[config.mk]
export PLATFORM = sky130hd
export DESIGN_NAME = frame_hdr_check
export DESIGN_NICKNAME = d
export VERILOG_FILES = /design/src/rtl/frame_hdr_check.sv
export SDC_FILE = /design/constraint.sdc
export NUM_CORES = 1
export LEC_CHECK = 0
export BUFFER_PORTS_ARGS = -buffer_cell sky130_fd_sc_hd__buf_4
export CAP_MARGIN = 20
export CORE_ASPECT_RATIO = 1.75
export CORE_UTILIZATION = 35
export CTS_BUF_LIST = sky130_fd_sc_hd__clkbuf_8
export CTS_CLUSTER_SIZE = 20
export DETAILED_ROUTE_END_ITERATION = 7
export PLACE_DENSITY = 0.64
export SKIP_CTS_REPAIR_TIMING = 1
export SLEW_MARGIN = 20
export SYNTH_ARGS = -nofsm -noshare
export SYNTH_HDL_FRONTEND = slang
export SYNTH_SLANG_ARGS = --single-unit
export TNS_END_PERCENT = 30
[constraint.sdc]
create_clock -name clk -period 8.2 [get_ports clk]
set_input_delay 1.64 -clock clk [delete_from_list [all_inputs] [get_ports clk]]
set_output_delay 1.64 -clock clk [all_outputs]
set_load 0.05 [all_outputs]
[src/rtl/frame_hdr_check.sv]
module frame_hdr_check #(
  parameter int XW = 10,
  parameter int WB = 24
) (
  input  logic          clk,
  input  logic          rst_n,
  input  logic          start,
  input  logic          en_set,
  input  logic          en_clr,
  input  logic [1:0]    mode,
  input  logic          tft,
  input  logic          dual,
  input  logic          irq_en,
  input  logic [15:0]   pal0,
  input  logic [XW-1:0] width_m1,
  input  logic [XW-1:0] height_m1,
  input  logic [WB-1:0] buf_size,
  input  logic [31:0]   subpanel,
  output logic          enabled,
  output logic          sync_err,
  output logic          done,
  output logic          frame_ok,
  output logic          buf_sel,
  output logic          buf_irq,
  output logic [1:0]    buf_done,
  output logic [4:0]    bpp,
  output logic [1:0]    fmt,
  output logic [9:0]    pix_offset,
  output logic [XW+1:0] stride,
  output logic [XW-1:0] line_first,
  output logic [XW:0]   line_count
);

  localparam int PW = 2 * XW + 6;
  localparam int CW = ((PW > WB) ? PW : WB) + 1;

  logic [2:0] code;
  logic [2:0] lg_c;
  logic [XW:0] w_c, h_c;
  logic [XW-1:0] sp_field;

  assign code     = pal0[14:12];
  assign w_c      = {1'b0, width_m1} + 1'b1;
  assign h_c      = {1'b0, height_m1} + 1'b1;
  assign sp_field = subpanel[16 +: XW];

  always_comb begin
    case (code)
      3'd0:    lg_c = 3'd0;
      3'd1:    lg_c = 3'd1;
      3'd2:    lg_c = 3'd2;
      3'd3:    lg_c = 3'd3;
      default: lg_c = 3'd4;
    endcase
  end

  logic          s1_v, s1_go, s1_dual, s1_irq;
  logic [2:0]    s1_lg;
  logic [1:0]    s1_fmt;
  logic [9:0]    s1_off;
  logic [XW:0]   s1_w, s1_h, s1_cnt;
  logic [XW-1:0] s1_first;
  logic [WB-1:0] s1_size;

  always_ff @(posedge clk or negedge rst_n) begin
    if (!rst_n) begin
      s1_v     <= 1'b0;
      s1_go    <= 1'b0;
      s1_dual  <= 1'b0;
      s1_irq   <= 1'b0;
      s1_lg    <= '0;
      s1_fmt   <= '0;
      s1_off   <= '0;
      s1_w     <= '0;
      s1_h     <= '0;
      s1_cnt   <= '0;
      s1_first <= '0;
      s1_size  <= '0;
    end else begin
      s1_v <= start;
      if (start) begin
        s1_go   <= (mode != 2'd1) && (code != 3'd0);
        s1_dual <= dual;
        s1_irq  <= irq_en;
        s1_lg   <= lg_c;
        s1_fmt  <= (code >= 3'd4) ? (tft ? 2'd2 : 2'd1) : 2'd0;
        s1_off  <= (mode == 2'd2) ? 10'd0 : ((code >= 3'd3) ? 10'd512 : 10'd32);
        s1_w    <= w_c;
        s1_h    <= h_c;
        s1_size <= buf_size;
        if (subpanel[31] && subpanel[29]) begin
          s1_first <= sp_field;
          s1_cnt   <= h_c;
        end else if (subpanel[31]) begin
          s1_first <= '0;
          s1_cnt   <= {1'b0, sp_field};
        end else begin
          s1_first <= '0;
          s1_cnt   <= h_c;
        end
      end
    end
  end

  logic [2*XW+1:0] px;
  logic [CW-1:0]   need, limit;
  logic [XW+4:0]   stride_c;
  logic            over;

  assign px       = s1_w * s1_h;
  assign need     = ((CW'(px) << s1_lg) >> 3) + CW'(s1_off);
  assign limit    = CW'(s1_size) + CW'(2);
  assign over     = need > limit;
  assign stride_c = ((XW+5)'(s1_w) << s1_lg) >> 3;

  logic cur;

  always_ff @(posedge clk or negedge rst_n) begin
    if (!rst_n) begin
      enabled    <= 1'b0;
      sync_err   <= 1'b0;
      done       <= 1'b0;
      frame_ok   <= 1'b0;
      buf_sel    <= 1'b0;
      buf_irq    <= 1'b0;
      buf_done   <= '0;
      cur        <= 1'b0;
      bpp        <= '0;
      fmt        <= '0;
      pix_offset <= '0;
      stride     <= '0;
      line_first <= '0;
      line_count <= '0;
    end else begin
      done     <= s1_v;
      frame_ok <= 1'b0;
      buf_irq  <= 1'b0;
      if (en_clr) enabled <= 1'b0;
      if (en_set) begin
        enabled  <= 1'b1;
        sync_err <= 1'b0;
        buf_done <= '0;
        cur      <= 1'b0;
      end
      if (s1_v) begin
        bpp        <= 5'd1 << s1_lg;
        fmt        <= s1_fmt;
        pix_offset <= s1_off;
        stride     <= stride_c[XW+1:0];
        line_first <= s1_first;
        line_count <= s1_cnt;
        if (enabled && s1_go) begin
          if (over) begin
            sync_err <= 1'b1;
            enabled  <= 1'b0;
          end else begin
            frame_ok      <= 1'b1;
            buf_sel       <= cur;
            buf_done[cur] <= 1'b1;
            buf_irq       <= s1_irq;
            if (s1_dual) cur <= ~cur;
          end
        end
      end
    end
  end

  logic unused_bits;
  assign unused_bits = ^{pal0, subpanel, stride_c};

endmodule

==> results of run 1 <==
-- flip-flops by register name (all words and copies together), names as in the netlist, 3 cells and up --
signal and count:
s1_cnt 11, stride 12, s1_h 11, s1_first 10, s1_w 11, line_count 11, s1_size 24, bpp 5
line_first 10, s1_lg 3
-- layout by cell type (no fill, tap or decap), types with 5 or more instances in the layout --
cell type  netlist  layout
o21ai_2          4       9
nand2_2          0       9
nand3_1         40      39
ha_1            91      80
nor2_1          76      75
o21ai_0         49      47
o21a_1           6       6
dfrtp_1        129     116
a21o_1          16      16
and2_1          74      71
and3_1          17      17
mux2_2          70      69
inv_1          124     115
inv_2            0       9
nor2b_1         13      13
fa_2             0       9
xor2_1          30      29
ha_4             0       9
a211o_1          6       6
clkbuf_8        12      18
mux2i_1         21      21
nand4_1         16      16
a22o_1          17      17
nand2_1        137     127
o211ai_1         5       5
xnor2_1         36      36
conb_1           1       8
fa_1            80      71
o2bb2ai_1        6       5
buf_4           10     278
a21oi_1         67      61
nor3_1          11       9
dfrtp_2          0      13
a211oi_1        12       9
buf_6            5      11
-- Yosys cell counts, types with 36 or more instances --
cell | n | share of area, %
a21oi_1 | 67 | 2.6
and2_1 | 74 | 3.6
clkbuf_1 | 50 | 1.5
dfrtp_1 | 129 | 25
fa_1 | 80 | 13
ha_1 | 91 | 9.0
inv_1 | 124 | 3.7
mux2_2 | 70 | 6.2
nand2_1 | 137 | 4.0
nand3_1 | 40 | 1.6
nor2_1 | 76 | 2.2
o21ai_0 | 49 | 1.9
xnor2_1 | 36 | 2.5
-- through the flow --
stage          setup WS [ps]  utilization (%)  cells  TNS [ps]  hold slack (ps)
2_1_floorplan           84.1                -   1358         0              352
3_3_place_gp            -444             41.3   2015     -2330              463
3_5_place_dp            -634             41.3   2015     -3340              475
4_1_cts                 -688             42.5   2046     -3880              496
5_1_grt                 -413             44.2   2071     -1850              522
6_report                7.39             44.2   2071         0              490
-- cells by family after synthesis --
group | Yosys count
and+or+nand+nor | 434
AOI/OAI and AO/OA | 247
buffers and inverters | 206
adders and majority gates | 171
DFF | 129
muxes | 96
xor gates and xnor gates | 67
other | 1
-- routing by layer --
metal,part of all wire (%),up-vias,GRT usage (%)
met5,0,-,0
met1,36,5306,19.2
li1,-,5081,-
met4,5.5,0,11.5
met3,3.0,98,2.68
met2,55,258,38.5
-- how the worst min path moves through the flow --
stage,startpoint,cells past startpoint,slack (ps),endpoint
floorplan,s1_v,0,350,done
global placement,s1_irq,1,460,buf_irq
detailed placement,stride[2],1,470,stride[2]
CTS,stride[2],1,500,stride[2]
global route,s1_irq,1,520,buf_irq
finish,stride[2],1,490,stride[2]
-- final cells by class --
type	instances	area [µm²]	share of cell area [%]
Tap cell	470	588	3.71
Clock inverter	13	175	1.10
Sequential cell	129	3240	20.5
Inverter	125	469	2.96
Antenna cell	1	2.50	0.0158
Clock buffer	18	248	1.56
Multi-Input combinational cell	1023	8880	56.0
Timing Repair Buffer	292	2260	14.2
-- worst max-delay path: cells and delay by family (launching register included) --
kind,cells,cell delay (ps)
muxes,1,230
DFF,1,420
buffers and inverters,6,730
and+or+nand+nor,8,1400
adders and majority gates,7,3210
AOI/OAI and AO/OA,10,2110
==> results.sh, run 1 <==
export IMPL_muxShareOfSynthArea_pct=8.68
export IMPL_port_buffers=118
export IMPL_cts_tree="built"
export IMPL_globalplace_congestion=0.920
export IMPL_wl_per_cell_um=17.0
export IMPL_cts_buffer_depth=2
export IMPL_hold_viol_final=0
export IMPL_cp_startpoint="s1_h[4]"
export IMPL_async_flop_share_pct=100
export IMPL_synth_compound_area_share_pct=14.1
export IMPL_critPathSlowestCell="fa_1"
export IMPL_worstSetupPathType="reg -> reg"
export IMPL_dieArea_um2=37100
export IMPL_skew_ps=20.3
export IMPL_seq_area_frac_synth_pct=25.4
export IMPL_worstReg2RegStart="s1_h[4]"
export IMPL_crit_fanout=8
export IMPL_die_x_um=146
export IMPL_required_ps=8570
export IMPL_clk_latency_ps=460
export IMPL_finalCritPeriodShare_pct=99.9
export IMPL_cp_common_cell="fa_1"
export IMPL_syn_inst=1351
export IMPL_slew_viol_final=0
export IMPL_endpoint="cur"
export IMPL_r2r_end="cur"
export IMPL_rsz0062_at_grt="yes"
export IMPL_grt_pass1_vias=11347
export IMPL_core_area_um2=35900
export IMPL_floorplan_rows=92
export IMPL_viasPerCell=5.19
export IMPL_grtUsageTotal_pct=19.5
export IMPL_fin_crit_ps=8190
export IMPL_nFillCells=3557
export IMPL_yosysWarnings=0
export IMPL_htreeDepth=4
export IMPL_drt_pre_antenna_iters=5
export IMPL_die_height_um=254
export IMPL_postSynthAreaPerCell_um2=9.41
export IMPL_clk_root_buffer_cell="clkbuf_8"
export IMPL_ys_ff_latch=129
export IMPL_start_util_pct=35.4
export IMPL_fin_area_um2=15900
export IMPL_wl_um=35200
export IMPL_syn_area_um2=12700
export IMPL_synth_xor_area_share_pct=4.68
export IMPL_setup_viol=0
export IMPL_synth_ff_type="dfrtp_1"
export IMPL_synth_adder_area_share_pct=21.6
export IMPL_cpPeakStageDelay_ps=620
export IMPL_synth_top_family_by_area="adder cells"
export IMPL_postPlaceCellArea_um2=14800
export IMPL_r2r_setup_slack_ps=7
export IMPL_synth_distinct_cells=99
export IMPL_maxClockFrequency_ghz=0.122
export IMPL_startpoint_type="register"
export IMPL_worstMarginPinSlew_ps=988
export IMPL_drc=0
export IMPL_drtIter0Drc=443
export IMPL_hold_path_class="reg -> reg"
export IMPL_vias=10743
export IMPL_worstRegToRegCells=32
export IMPL_grt_max_degree=91
export IMPL_antenna_found_initial=1
export IMPL_grt_pass1_wl_um=57100
export IMPL_critPathArrivalTime_ps=8570
export IMPL_status="completed"
export IMPL_overflow=0
export IMPL_cap_violations=0
export IMPL_endpoint_kind="register"
export IMPL_place_hpwl_um=27900
export IMPL_slew_headroom_pct=34.2
export IMPL_cts_inserted_buffers=17
export IMPL_nets=1861
export IMPL_drive_above_1_share_pct=32.9
export IMPL_areaGrowthSynthToFinish_pct=24.8
export IMPL_synth_edff_count=0
export IMPL_clkTransAtPathRegs_ps=80
export IMPL_synth_simple_gate_area_share_pct=18.0
export IMPL_drtAntennaViolNets=0
export IMPL_clock_sinks=129
export IMPL_pin_count=160
Power of run 1 is not shown: default switching activity piles up to over one toggle a cycle in this logic, so the estimate is an artifact.
==> inputs of run 2 (changes only) <==
--- a/config.mk
+++ b/config.mk
@@ -12,7 +12,7 @@
 export CTS_BUF_LIST = sky130_fd_sc_hd__clkbuf_8
 export CTS_CLUSTER_SIZE = 20
 export DETAILED_ROUTE_END_ITERATION = 7
-export PLACE_DENSITY = 0.64
+export PLACE_DENSITY = 0.54
 export SKIP_CTS_REPAIR_TIMING = 1
 export SLEW_MARGIN = 20
 export SYNTH_ARGS = -nofsm -noshare
==> constraint.sdc (replaced) <==
create_clock -name clk -period 9.3 [get_ports clk]
set_input_delay 1.86 -clock clk [delete_from_list [all_inputs] [get_ports clk]]
set_output_delay 1.86 -clock clk [all_outputs]
set_load 0.05 [all_outputs]
==> run 2 against run 1 <==
  * Clock skew is 6.3 ps lower
  * Sequential share of layout area up 2.1 points
  * Worst hold slack better by 11 ps
  * Die area unchanged
  * Worst setup slack gained 490 ps
  * Non-clock buffer count shrank 143
  * Critical path depth is the same
  * Register-to-register slack better by 490 ps
==> results.sh, run 2 (same netlist as run 1, synthesis figures left out) <==
export IMPL_status="completed"
export IMPL_skew_ps=14.0
export IMPL_cap_violations=0
export IMPL_viasPerCell=5.17
export IMPL_worstReg2RegStart="s1_w[1]"
export IMPL_drc=0
export IMPL_clkTransAtPathRegs_ps=90
export IMPL_fin_crit_ps=8800
export IMPL_tns_ps=0
export IMPL_fin_cells=1929
export IMPL_die_height_um=254
export IMPL_layout_setup_ws_ps=501
export IMPL_place_hpwl_um=27500
export IMPL_hold_viol_final=0
export IMPL_r2r_end="buf_sel"
export IMPL_utilization_pct=40.0
export IMPL_hold_path_startpoint="s1_irq"
export IMPL_dieArea_um2=37100
export IMPL_htreeDepth=4
export IMPL_overflow=0
export IMPL_vias=9980
export IMPL_cts_buffer_depth=2
export IMPL_largest_register_ffs=24
export IMPL_drtAntennaViolNets=0
export IMPL_slew_viol_final=0
export IMPL_required_ps=9640
export IMPL_crit_fanout=8
export IMPL_clk_latency_ps=450
export IMPL_worstSetupPathType="reg -> reg"
export IMPL_maxClockFrequency_ghz=0.114
export IMPL_endpoint_kind="register"
export IMPL_cts_tree="built"
export IMPL_cp_common_cell="fa_1"
export IMPL_core_area_um2=35900
export IMPL_placedCellCount=1894
export IMPL_grtUsageTotal_pct=19.5
export IMPL_antenna_found_initial=1
export IMPL_cpPeakStageDelay_ps=610
export IMPL_die_x_um=146
export IMPL_clock_sinks=129
export IMPL_setup_viol=0
export IMPL_grt_max_degree=68
export IMPL_floorplan_rows=92
export IMPL_grt_pass1_vias=10701
export IMPL_critPathSlowestCell="fa_1"
export IMPL_hold_path_class="reg -> reg"
export IMPL_r2r_setup_slack_ps=500
export IMPL_clk_root_buffer_cell="clkbuf_8"
export IMPL_globalplace_congestion=0.848
export IMPL_drt_pre_antenna_iters=6
export IMPL_layout_common_cells="148 x buf_4, 137 x nand2_1, 124 x inv_1"
export IMPL_worstRegToRegCells=32
export IMPL_wl_per_cell_um=17.8
export IMPL_hold_end="buf_irq"
export IMPL_pin_count=160
export IMPL_worstMarginPinSlew_ps=1010
export IMPL_pre_cts_slack_ps=297
export IMPL_areaGrowthSynthToFinish_pct=13.1
export IMPL_largest_register="s1_size"
export IMPL_hold_depth=1
export IMPL_critPathArrivalTime_ps=9140
export IMPL_largest_registers="s1_size (24), stride (12)"
export IMPL_drive_above_1_share_pct=22.2
export IMPL_slew_headroom_pct=32.7
export IMPL_drtIter0Drc=462
export IMPL_startpoint_type="register"
export IMPL_wl_um=34400
export IMPL_port_buffers=118
export IMPL_final_common_cell="buf_4"
export IMPL_grt_pass1_wl_um=56700
export IMPL_nets=1718
export IMPL_cts_inserted_buffers=17
export IMPL_finalCritPeriodShare_pct=94.6
export IMPL_start_util_pct=35.4
[run 2: changes by cell type in the layout (fill, tap and decap cells not counted), sizes merged]
cell,previous run,this run
buf,292,149
bufinv,3,1
inv,128,131
clkinv,6,5
clkbuf,18,19
[run 2: layer usage]
layer / vias to the layer above / routed length [µm] / GRT usage, % / share of wire, %
li1: 4796 / - / - / -
met2: 187 / 18700 / 37.5 / 54
met5: - / 0 / 0 / 0
met4: 0 / 1830 / 11.6 / 5.3
met3: 68 / 940 / 2.39 / 2.7
met1: 4929 / 13000 / 20.2 / 38
[run 2: cell type report]
cell class	instances	area (µm²)
antenna	1	2.50
clock buffer	19	262
clock inverter	13	141
fill	3689	21500
inverter	125	469
multi-input combinational	1023	8540
sequential	129	3250
tap	470	588
timing repair buffer	149	1120
[run 2: critical path, delay by kind of cell (launching register included)]
kind            cells  cell delay, ps
fa+ha+maj           8            3660
compound gates      9            1880
xor+xnor            2             280
mux                 3            1070
flops               1             490
simple gates        7            1040
buf+inv             3             250
[run 2: how the worst max path moves through the flow]
stage,start,to,slack (ps),cells after the start
floorplan,s1_w[0],buf_sel,1180,34
global placement,s1_h[7],buf_sel,390,33
detailed placement,s1_h[7],buf_sel,300,33
CTS,s1_h[7],buf_sel,250,33
global route,s1_w[4],buf_sel,-10,32
finish,s1_w[1],buf_sel,500,32
[run 2: per-stage QoR]
stage          area [µm²]  hold slack, ps
2_1_floorplan       12700             352
3_5_place_dp        13900             477
5_1_grt             14400             514
4_1_cts             14300             504
3_3_place_gp        13900             467
6_report            14400             500
Power of run 2 is left out for the same reason.
==> inputs of run 3 (changes only) <==
--- a/config.mk
+++ b/config.mk
@@ -8,11 +8,11 @@
 export BUFFER_PORTS_ARGS = -buffer_cell sky130_fd_sc_hd__buf_4
 export CAP_MARGIN = 20
 export CORE_ASPECT_RATIO = 1.75
-export CORE_UTILIZATION = 35
+export CORE_UTILIZATION = 50
 export CTS_BUF_LIST = sky130_fd_sc_hd__clkbuf_8
 export CTS_CLUSTER_SIZE = 20
 export DETAILED_ROUTE_END_ITERATION = 7
-export PLACE_DENSITY = 0.54
+export PLACE_DENSITY = 0.69
 export SKIP_CTS_REPAIR_TIMING = 1
 export SLEW_MARGIN = 20
 export SYNTH_ARGS = -nofsm -noshare
==> run 3 against run 2 <==
  * Critical path depth unchanged
  * Register-to-register slack about the same
  * Flip-flop and latch count did not move
  * Routed wire length decreased by 7.9%
  * Sequential share of layout area up 0.34 points
  * Via count rose by 0.96%
  * Non-clock buffer count is 7 lower
  * Utilization grew 17 points
  * Worst hold slack got worse by 14 ps
  * Critical path type unchanged
==> results.sh, run 3 (same netlist as run 1, synthesis figures left out) <==
export IMPL_hold_end="buf_irq"
export IMPL_grtUsageTotal_pct=25.9
export IMPL_tns_ps=0
export IMPL_wl_um=31700
export IMPL_worstSetupPathType="reg -> reg"
export IMPL_clk_latency_ps=470
export IMPL_skew_ps=11.3
export IMPL_worstRegToRegCells=32
export IMPL_viasPerCell=5.72
export IMPL_globalplace_congestion=0.875
export IMPL_drtIter0Drc=365
export IMPL_setup_viol=0
export IMPL_antenna_found_initial=0
export IMPL_critPathSlowestCell="dfrtp_1"
export IMPL_cts_tree="built"
export IMPL_vias=10076
export IMPL_crit_fanout=8
export IMPL_drt_pre_antenna_iters=5
export IMPL_path_buf_inv=3
export IMPL_drtAntennaViolNets=0
export IMPL_clock_sinks=129
export IMPL_startpoint_type="register"
export IMPL_slew_headroom_pct=34.1
export IMPL_grt_pass1_wl_um=51900
export IMPL_overflow=0
export IMPL_largest_register_ffs=24
export IMPL_worstReg2RegStart="s1_w[1]"
export IMPL_start_util_pct=51.2
export IMPL_largest_registers="s1_size (24), stride (12)"
export IMPL_floorplan_rows=76
export IMPL_cpPeakStageDelay_ps=570
export IMPL_htreeDepth=4
export IMPL_die_x_um=123
export IMPL_cp_common_cell="fa_1"
export IMPL_clk_root_buffer_cell="clkbuf_8"
export IMPL_cts_buffer_depth=2
export IMPL_nFillCells=2214
export IMPL_finalCritPeriodShare_pct=94.6
export IMPL_pin_count=160
export IMPL_rsz0062_at_grt="no"
export IMPL_wl_per_cell_um=18.0
export IMPL_place_hpwl_um=24800
export IMPL_largest_register="s1_size"
export IMPL_core_area_um2=24800
export IMPL_port_buffers=118
export IMPL_met3_usage_pct=3.42
export IMPL_worstMarginPinSlew_ps=989
export IMPL_cap_violations=0
export IMPL_required_ps=9650
export IMPL_hold_path_class="reg -> reg"
export IMPL_drive_above_1_share_pct=21.1
export IMPL_gr_usage_met1_pct=28.6
export IMPL_nets=1711
export IMPL_grt_max_degree=94
export IMPL_dieArea_um2=26100
export IMPL_hold_viol_final=0
export IMPL_endpoint_kind="register"
export IMPL_slew_viol_final=0
export IMPL_drc=0
export IMPL_maxClockFrequency_ghz=0.114
export IMPL_status="completed"
export IMPL_grt_pass1_vias=10296
export IMPL_path_delay_family="adder cells"
export IMPL_n_antenna_cell=0
export IMPL_hold_depth=1
export IMPL_critPathArrivalTime_ps=9140
export IMPL_die_height_um=213
export IMPL_grtUsageMet2_pct=47.1
export IMPL_cts_inserted_buffers=17
export IMPL_layout_common_cells="142 x buf_4, 137 x nand2_1, 125 x inv_1"
export IMPL_r2r_end="buf_sel"
export IMPL_clkTransAtPathRegs_ps=80
export IMPL_grt_busiest_layer="met2"
export IMPL_r2r_setup_slack_ps=500
export IMPL_areaGrowthSynthToFinish_pct=11.0
export IMPL_hold_path_startpoint="s1_irq"
export IMPL_fin_crit_ps=8800
export IMPL_final_common_cell="buf_4"
[run 3: layout make-up]
| type | instances | area (µm²) | area share, % |
|---|---|---|---|
| Clock buffer | 18 | 248 | 1.76 |
| Clock inverter | 14 | 148 | 1.05 |
| Inverter | 125 | 469 | 3.33 |
| Multi-Input combinational cell | 1023 | 8550 | 60.6 |
| Sequential cell | 129 | 3230 | 22.9 |
| Tap cell | 312 | 390 | 2.77 |
| Timing Repair Buffer | 142 | 1070 | 7.56 |
[run 3: worst register-to-register path, delay by kind of cell (launching register included)]
| kind | cells | cell delay [ps] |
|---|---|---|
| AO/OA/AOI/OAI | 9 | 1820 |
| XOR/XNOR | 1 | 130 |
| adder cells (fa/ha/maj) | 8 | 3690 |
| buffers and inverters | 3 | 170 |
| flip-flops | 1 | 570 |
| multiplexers | 4 | 1160 |
| AND/OR/NAND/NOR | 7 | 1140 |
[run 3: metal layers]
metal  vias to the layer above  wire length (µm)  share of wire (%)
li1                       4783                 -                  -
met1                      4956             12300                 39
met2                       259             16600                 52
met3                        78              1170                3.7
met4                         0              1670                5.3
met5                         -                 0                  0
[run 3: worst max-delay path by stage]
| stage | startpoint | end | slack, ps | depth (start not counted) |
|---|---|---|---|---|
| floorplan | s1_w[0] | buf_sel | 1180 | 34 |
| global placement | s1_w[2] | buf_sel | 350 | 32 |
| detailed placement | s1_w[2] | buf_sel | 290 | 32 |
| CTS | s1_w[2] | buf_sel | 240 | 32 |
| global route | s1_w[1] | buf_sel | 8 | 32 |
| finish | s1_w[1] | buf_sel | 500 | 32 |
[run 3: through the flow]
step	hold slack [ps]	instance area, µm²	instances	setup slack [ps]	util, %
2_1_floorplan	352	12700	1358	1180	-
3_3_place_gp	465	13700	1731	351	55.2
3_5_place_dp	471	13700	1731	292	55.2
4_1_cts	489	14100	1763	238	56.8
5_1_grt	514	14100	1763	7.93	56.8
6_report	486	14100	1763	503	56.8
Power of run 3 is left out for the same reason.
